**config.mk**
```make
export PLATFORM = sky130hd
export DESIGN_NAME = dma_dbg_port
export DESIGN_NICKNAME = d
export VERILOG_FILES = /design/src/rtl/dbgp_pkg.sv /design/src/rtl/dbgp_mailbox.sv /design/src/rtl/dbgp_events.sv /design/src/rtl/dbgp_faults.sv /design/src/rtl/dma_dbg_port.sv
export SDC_FILE = /design/constraint.sdc
export NUM_CORES = 1
export LEC_CHECK = 0
export BUFFER_PORTS_ARGS = -buffer_cell sky130_fd_sc_hd__clkbuf_2
export CAP_MARGIN = 20
export CELL_PAD_IN_SITES_DETAIL_PLACEMENT = 1
export CELL_PAD_IN_SITES_GLOBAL_PLACEMENT = 2
export CORE_ASPECT_RATIO = 0.5
export CORE_MARGIN = 5
export CORE_UTILIZATION = 25
export CTS_BUF_LIST = sky130_fd_sc_hd__clkbuf_4 sky130_fd_sc_hd__clkbuf_8 sky130_fd_sc_hd__clkbuf_16
export CTS_CLUSTER_SIZE = 25
export DETAILED_ROUTE_END_ITERATION = 8
export GPL_TIMING_DRIVEN = 0
export PLACE_DENSITY_LB_ADDON = 0.1
export SLEW_MARGIN = 20
export SYNTH_ARGS = -nofsm -noshare
export SYNTH_HDL_FRONTEND = slang
export SYNTH_SLANG_ARGS = --single-unit
```
**constraint.sdc**
```tcl
create_clock -name clk -period 11.85 [get_ports clk]
set_clock_uncertainty 0.05 [all_clocks]
set_input_delay 3.555 -clock clk [delete_from_list [all_inputs] [get_ports clk]]
set_output_delay 3.555 -clock clk [all_outputs]
set_load 0.005 [all_outputs]
```
**src/rtl/dbgp_pkg.sv**
```systemverilog
package dbgp_pkg;
  localparam int unsigned ADDR_W    = 5;
  localparam logic [ADDR_W-1:0] A_STAT  = 5'd0;
  localparam logic [ADDR_W-1:0] A_INSA  = 5'd1;
  localparam logic [ADDR_W-1:0] A_INSB  = 5'd2;
  localparam logic [ADDR_W-1:0] A_GO    = 5'd3;
  localparam logic [ADDR_W-1:0] A_EVEN  = 5'd4;
  localparam logic [ADDR_W-1:0] A_EVRAW = 5'd5;
  localparam logic [ADDR_W-1:0] A_EVMSK = 5'd6;
  localparam logic [ADDR_W-1:0] A_EVCLR = 5'd7;
  localparam logic [ADDR_W-1:0] A_MFLT  = 5'd8;
  localparam logic [ADDR_W-1:0] A_CMAP  = 5'd9;
  localparam int unsigned CFLT_BASE = 16;

  localparam logic [31:0] INSA_KEEP    = 32'hFFFF_0701;
  localparam logic [31:0] MGR_FLT_MASK = 32'h4001_0033;
  localparam logic [31:0] CH_FLT_MASK  = 32'hC007_3033;
  localparam int unsigned DBG_BIT      = 30;
  localparam logic [7:0]  OP_START     = 8'hA0;
  localparam logic [7:0]  OP_KILL      = 8'h01;
endpackage

```
**src/rtl/dbgp_mailbox.sv**
```systemverilog
module dbgp_mailbox
  import dbgp_pkg::*;
(
  input  logic        clk,
  input  logic        rst_n,
  input  logic        wr_insa,
  input  logic        wr_insb,
  input  logic        wr_go,
  input  logic [31:0] wdata,
  input  logic        exe_done,
  output logic        busy,
  output logic [31:0] insa,
  output logic [31:0] insb,
  output logic        go,
  output logic        start,
  output logic        kill
);
  logic        busy_q, busy_d;
  logic [31:0] insa_q, insa_d, insb_q, insb_d;
  logic        go_q, go_d, start_q, start_d, kill_q, kill_d;
  logic        launch;

  assign launch = !busy_q && wr_go && (wdata == '0);

  always_comb begin
    busy_d  = busy_q;
    insa_d  = insa_q;
    insb_d  = insb_q;
    go_d    = launch;
    start_d = launch && !insa_q[0] && (insa_q[23:16] == OP_START);
    kill_d  = launch &&  insa_q[0] && (insa_q[23:16] == OP_KILL);
    if (!busy_q) begin
      if (wr_insa) insa_d = wdata & INSA_KEEP;
      if (wr_insb) insb_d = wdata;
      if (launch)  busy_d = 1'b1;
    end else if (exe_done) begin
      busy_d = 1'b0;
    end
  end

  always_ff @(posedge clk or negedge rst_n) begin
    if (!rst_n) begin
      busy_q  <= 1'b0;
      insa_q  <= '0;
      insb_q  <= '0;
      go_q    <= 1'b0;
      start_q <= 1'b0;
      kill_q  <= 1'b0;
    end else begin
      busy_q  <= busy_d;
      go_q    <= go_d;
      start_q <= start_d;
      kill_q  <= kill_d;
      if (!busy_q && wr_insa) insa_q <= insa_d;
      if (!busy_q && wr_insb) insb_q <= insb_d;
    end
  end

  assign busy  = busy_q;
  assign insa  = insa_q;
  assign insb  = insb_q;
  assign go    = go_q;
  assign start = start_q;
  assign kill  = kill_q;
endmodule

```
**src/rtl/dbgp_events.sv**
```systemverilog
module dbgp_events #(
  parameter int unsigned NEVT = 8
) (
  input  logic            clk,
  input  logic            rst_n,
  input  logic [NEVT-1:0] evt_in,
  input  logic            wr_en,
  input  logic            wr_clr,
  input  logic [NEVT-1:0] wdata,
  output logic [NEVT-1:0] en,
  output logic [NEVT-1:0] raw,
  output logic [NEVT-1:0] msk,
  output logic            irq
);
  logic [NEVT-1:0] en_q, raw_q, raw_d, clr_bits;

  assign clr_bits = wr_clr ? wdata : '0;

  always_comb begin
    raw_d = (raw_q & ~clr_bits) | evt_in;
  end

  always_ff @(posedge clk or negedge rst_n) begin
    if (!rst_n) begin
      en_q  <= '0;
      raw_q <= '0;
    end else begin
      if (wr_en) en_q <= wdata;
      raw_q <= raw_d;
    end
  end

  assign en  = en_q;
  assign raw = raw_q;
  assign msk = raw_q & en_q;
  assign irq = |msk;
endmodule

```
**src/rtl/dbgp_faults.sv**
```systemverilog
module dbgp_faults
  import dbgp_pkg::*;
#(
  parameter int unsigned NCHAN = 8,
  localparam int unsigned CH_W = (NCHAN > 1) ? $clog2(NCHAN) : 1
) (
  input  logic                   clk,
  input  logic                   rst_n,
  input  logic                   busy,
  input  logic                   held_chan_thread,
  input  logic [CH_W-1:0]        held_chan,
  input  logic                   mgr_vld,
  input  logic [31:0]            mgr_code,
  input  logic                   ch_vld,
  input  logic [CH_W-1:0]        ch_id,
  input  logic [31:0]            ch_code,
  output logic [31:0]            mgr_type,
  output logic [NCHAN-1:0][31:0] ch_type,
  output logic [NCHAN-1:0]       ch_map,
  output logic                   abort
);
  logic [31:0] mgr_q, mgr_d;
  logic        mgr_hit;

  assign mgr_hit = mgr_vld && |(mgr_code & MGR_FLT_MASK);

  always_comb begin
    mgr_d = mgr_q | (mgr_code & MGR_FLT_MASK);
    if (busy && !held_chan_thread) mgr_d[DBG_BIT] = 1'b1;
  end

  always_ff @(posedge clk or negedge rst_n) begin
    if (!rst_n)       mgr_q <= '0;
    else if (mgr_hit) mgr_q <= mgr_d;
  end

  for (genvar c = 0; c < NCHAN; c++) begin : g_ch
    logic [31:0] typ_q, typ_d;
    logic        hit;

    assign hit = ch_vld && (ch_id == CH_W'(c)) && |(ch_code & CH_FLT_MASK);

    always_comb begin
      typ_d = typ_q | (ch_code & CH_FLT_MASK);
      if (busy && held_chan_thread && (held_chan == CH_W'(c))) typ_d[DBG_BIT] = 1'b1;
    end

    always_ff @(posedge clk or negedge rst_n) begin
      if (!rst_n)   typ_q <= '0;
      else if (hit) typ_q <= typ_d;
    end

    assign ch_type[c] = typ_q;
    assign ch_map[c]  = |typ_q;
  end

  assign mgr_type = mgr_q;
  assign abort    = (|mgr_q) || (|ch_map);
endmodule

```
**src/rtl/dma_dbg_port.sv**
```systemverilog
module dma_dbg_port
  import dbgp_pkg::*;
#(
  parameter int unsigned NCHAN = 8,
  parameter int unsigned NEVT  = 8,
  localparam int unsigned CH_W = (NCHAN > 1) ? $clog2(NCHAN) : 1
) (
  input  logic              clk,
  input  logic              rst_n,
  input  logic [ADDR_W-1:0] bus_addr,
  input  logic              bus_wr,
  input  logic              bus_rd,
  input  logic [31:0]       bus_wdata,
  output logic [31:0]       bus_rdata,
  output logic              cmd_go,
  output logic              cmd_chan_thread,
  output logic [CH_W-1:0]   cmd_chan,
  output logic [15:0]       cmd_op,
  output logic [31:0]       cmd_operand,
  output logic              cmd_start,
  output logic              cmd_kill,
  input  logic              exe_done,
  input  logic [NEVT-1:0]   evt_in,
  input  logic              mgr_flt_vld,
  input  logic [31:0]       mgr_flt_code,
  input  logic              chan_flt_vld,
  input  logic [CH_W-1:0]   chan_flt_id,
  input  logic [31:0]       chan_flt_code,
  output logic              irq,
  output logic              abort
);
  logic                   rst_m, rst_q;
  logic                   busy;
  logic [31:0]            insa, insb, mgr_type;
  logic [NEVT-1:0]        evt_en, evt_raw, evt_msk;
  logic [NCHAN-1:0][31:0] ch_type;
  logic [NCHAN-1:0]       ch_map;
  logic [31:0]            rdata_c;

  always_ff @(posedge clk or negedge rst_n) begin
    if (!rst_n) begin
      rst_m <= 1'b0;
      rst_q <= 1'b0;
    end else begin
      rst_m <= 1'b1;
      rst_q <= rst_m;
    end
  end

  dbgp_mailbox u_mbox (
    .clk      (clk),
    .rst_n    (rst_q),
    .wr_insa  (bus_wr && (bus_addr == A_INSA)),
    .wr_insb  (bus_wr && (bus_addr == A_INSB)),
    .wr_go    (bus_wr && (bus_addr == A_GO)),
    .wdata    (bus_wdata),
    .exe_done (exe_done),
    .busy     (busy),
    .insa     (insa),
    .insb     (insb),
    .go       (cmd_go),
    .start    (cmd_start),
    .kill     (cmd_kill)
  );

  assign cmd_op          = insa[31:16];
  assign cmd_chan        = insa[8 +: CH_W];
  assign cmd_chan_thread = insa[0];
  assign cmd_operand     = insb;

  dbgp_events #(.NEVT(NEVT)) u_evt (
    .clk    (clk),
    .rst_n  (rst_q),
    .evt_in (evt_in),
    .wr_en  (bus_wr && (bus_addr == A_EVEN)),
    .wr_clr (bus_wr && (bus_addr == A_EVCLR)),
    .wdata  (bus_wdata[NEVT-1:0]),
    .en     (evt_en),
    .raw    (evt_raw),
    .msk    (evt_msk),
    .irq    (irq)
  );

  dbgp_faults #(.NCHAN(NCHAN)) u_flt (
    .clk              (clk),
    .rst_n            (rst_q),
    .busy             (busy),
    .held_chan_thread (cmd_chan_thread),
    .held_chan        (cmd_chan),
    .mgr_vld          (mgr_flt_vld),
    .mgr_code         (mgr_flt_code),
    .ch_vld           (chan_flt_vld),
    .ch_id            (chan_flt_id),
    .ch_code          (chan_flt_code),
    .mgr_type         (mgr_type),
    .ch_type          (ch_type),
    .ch_map           (ch_map),
    .abort            (abort)
  );

  always_comb begin
    rdata_c = '0;
    if (bus_rd) begin
      case (bus_addr)
        A_STAT:  rdata_c = {31'd0, busy};
        A_INSA:  rdata_c = insa;
        A_INSB:  rdata_c = insb;
        A_EVEN:  rdata_c = 32'(evt_en);
        A_EVRAW: rdata_c = 32'(evt_raw);
        A_EVMSK: rdata_c = 32'(evt_msk);
        A_MFLT:  rdata_c = mgr_type;
        A_CMAP:  rdata_c = 32'(ch_map);
        default: rdata_c = '0;
      endcase
      for (int i = 0; i < NCHAN; i++) begin
        if (bus_addr == ADDR_W'(CFLT_BASE + i)) rdata_c = ch_type[i];
      end
    end
  end

  assign bus_rdata = rdata_c;
endmodule

```
==> impl_metrics.ini <==
[die]
rows = 47
die_area_sq_um = 37100
io_pins = 208
die_y_um = 139
coreArea_sq_um = 32900
initial_core_util_pct = 25.2
die_x_um = 267

[clocking]
cts_buffers = 17
ctsHoldBuffers = 0
ctsResizeCount = 0
clkTransAtPathRegs_ns = 0.07
h-tree-depth = 4
clk-insertion-delay-late_ns = 0.45
clock_sinks = 168
cts_setup_buffers = 0
clk_path_buf_depth = 2
cts_tree = yes
clockRootBuffer = clkbuf_16

[worst_setup_path]
cp.arrival_ns = 5.80
worst-path-max-fanout = 10
crit_path_end_kind = primary output
reg2regPathDepth = 5
r2r_slack_ns = 10.02
r2r-start = u_mbox.busy
worstPathRequired_ns = 8.25
rr_endpoint = u_mbox.start
cp-start-kind = input pin
critPathKind = input pin to primary output

[cells_and_area]
area_growth_pct = 24.5
ff_latch_area_sq_um = 4210
finalNetCount = 1044
final_core_util_pct = 31.4
diodes = 0
multi_input_area_sq_um = 3770
fillers = 3676
drive_gt1_share_pct = 31.8

[synthesis]
syn_area_per_cell_sq_um = 11.0
yosys.cell_count.top_type = dfrtp_1
synth_edf_count = 0
ys_dominant_reg_cell = dfrtp_1
postSynthCellCount = 755
ys_seq_area_share_pct = 50.8
synth_common_cells = 168 x dfrtp_1, 114 x a21o_1, 58 x mux2_2, 42 x nand2_1, 36 x nor2_1
yosys_warnings = 0
synth_area_sq_um = 8280
synth_top_area_cell = dfrtp_1
async_flop_share_pct = 100
ys_ff_latch = 168
synth_area_leaders = dfrtp_1 51%, a21o_1 10%, mux2_2 7.9%
ys_types = 76
syn-num-nets = 874
synth_top_area_share_pct = 50.8

[sta]
slew_headroom_pct = 40.7
worst_slew_pin_slew_ns = 0.889
post-route-period-util_pct = 79.4
grt_setup_unrepaired = false
clock.fmax_mhz = 106
tns_ns = 0
fin_crit_ns = 9.41
finalMaxSlewViolations = 0
setup_violations = 0
hold_viol = 0

[route]
wl_um = 35900
vias_per_cell = 5.20
drt_iter0_drc = 428
drcViolationCount = 0
vias = 7171
drt-pass1-iter-count = 5
avgRoutedWirePerCell_um = 26.1
ant_nets = 0

[placed_design]
finalWeightedCongestion = 0.783
io_buffers = 148
hpwl_um = 27700

[global_route]
gr-total-overflow = 0
antenna_found_initial = 0
grt_max_degree = 55
grt_first_pass_wirelength_um = 53600
grt_pass1_vias = 7712
grt_usage_pct = 19.5

[power_and_ir_drop]
ir_drop_uv = 109
leakagePower_nw = 4.51
power_density_nw_per_um2 = 162

[hold_path]
hold_path.class = flop to async pin

[run]
maxCapViolations = 0

[outcome]
outcome = finished clean
## cell families after synthesis
kind of cell / Yosys count / synth area share, %
AOI/OAI and AO/OA: 255 / 22.5
buffers and inverters: 57 / 3.67
DFF: 168 / 50.8
muxes: 64 / 8.66
other: 1 / 0.0453
and+or+nand+nor: 210 / 14.3
## where the power goes
group,total (mW),internal [mW],switching [mW]
clock,0.640,0.379,0.262
combinational,0.247,0.124,0.123
sequential,0.781,0.668,0.113
## final cells by class
| class | count | share of cell area [%] |
|---|---|---|
| plain buffers | 52 | 2.77 |
| clock buffers | 18 | 4.20 |
| clock inverters | 14 | 2.14 |
| inverters | 5 | 0.182 |
| multi-input cells | 530 | 36.6 |
| flip-flops and latches | 168 | 40.8 |
| well taps | 441 | 5.35 |
| repair buffers | 151 | 7.99 |
## sequential cells by signal (all words and copies together) (netlist names)
name and count:
u_flt.g_ch.typ_q 88, u_mbox.insb 32, u_mbox.insa 20, u_evt.en 8, u_evt.raw 8, u_flt.mgr_type 6
rst_m 1, rst_q 1, u_mbox.busy 1, u_mbox.go 1, u_mbox.kill 1, u_mbox.start 1
## stage by stage
| step | power [mW] | hold slack [ns] | setup slack, ns | instance area, sq um | cells |
|---|---|---|---|---|---|
| floorplan | 0.886 | 0.281 | 3.45 | 8280 | 755 |
| CTS | 1.69 | 0.248 | 2.48 | 10300 | 1379 |
| detailed placement | 1.04 | 0.243 | 2.49 | 9660 | 1347 |
| global route | 1.74 | 0.266 | 2.31 | 10300 | 1379 |
| finish | 1.67 | 0.227 | 2.44 | 10300 | 1379 |
| global placement | 1.03 | 0.288 | 2.52 | 9570 | 1344 |
## routing by layer
layer	up-vias	routed length (um)	GRT usage (%)
met5	-	0	0
met4	0	344	4.28
met3	23	2060	4.70
met2	209	16500	30.7
met1	3746	17000	27.3
li1	3193	-	-
## placed cells by master (no fill, tap or decap), drive strengths merged, types with 10 or more instances in the layout
master	count
a22oi	25
nor3	19
buf	43
o21ai	14
nand2b	12
nor4	32
clkbuf	178
a21o	114
mux2	61
nand3	12
nor2	37
a21oi	29
dfrtp	168
nand2	43
nor2b	10
## critical path, stage by stage
cell and delay [ns]:
clkbuf_2 0.10, buf_6 0.14, buf_2 0.19, nor2_1 0.27, nand3_1 0.42, a21o_1 0.30, a221oi_1 0.47, o22ai_1 0.19
clkbuf_2 0.16
## worst max-delay path by stage
stage,startpoint,endpoint,slack (ns),cells past startpoint
after floorplan,bus_addr[1],bus_rdata[4],3.45,6
after global placement,bus_addr[1],bus_rdata[12],2.52,9
after CTS,bus_addr[1],bus_rdata[0],2.48,10
after detailed placement,bus_addr[1],bus_rdata[12],2.49,9
after global routing,bus_addr[1],bus_rdata[0],2.31,10
final,bus_addr[2],bus_rdata[12],2.44,9
Note: power is estimated with default switching activity, not from simulation.
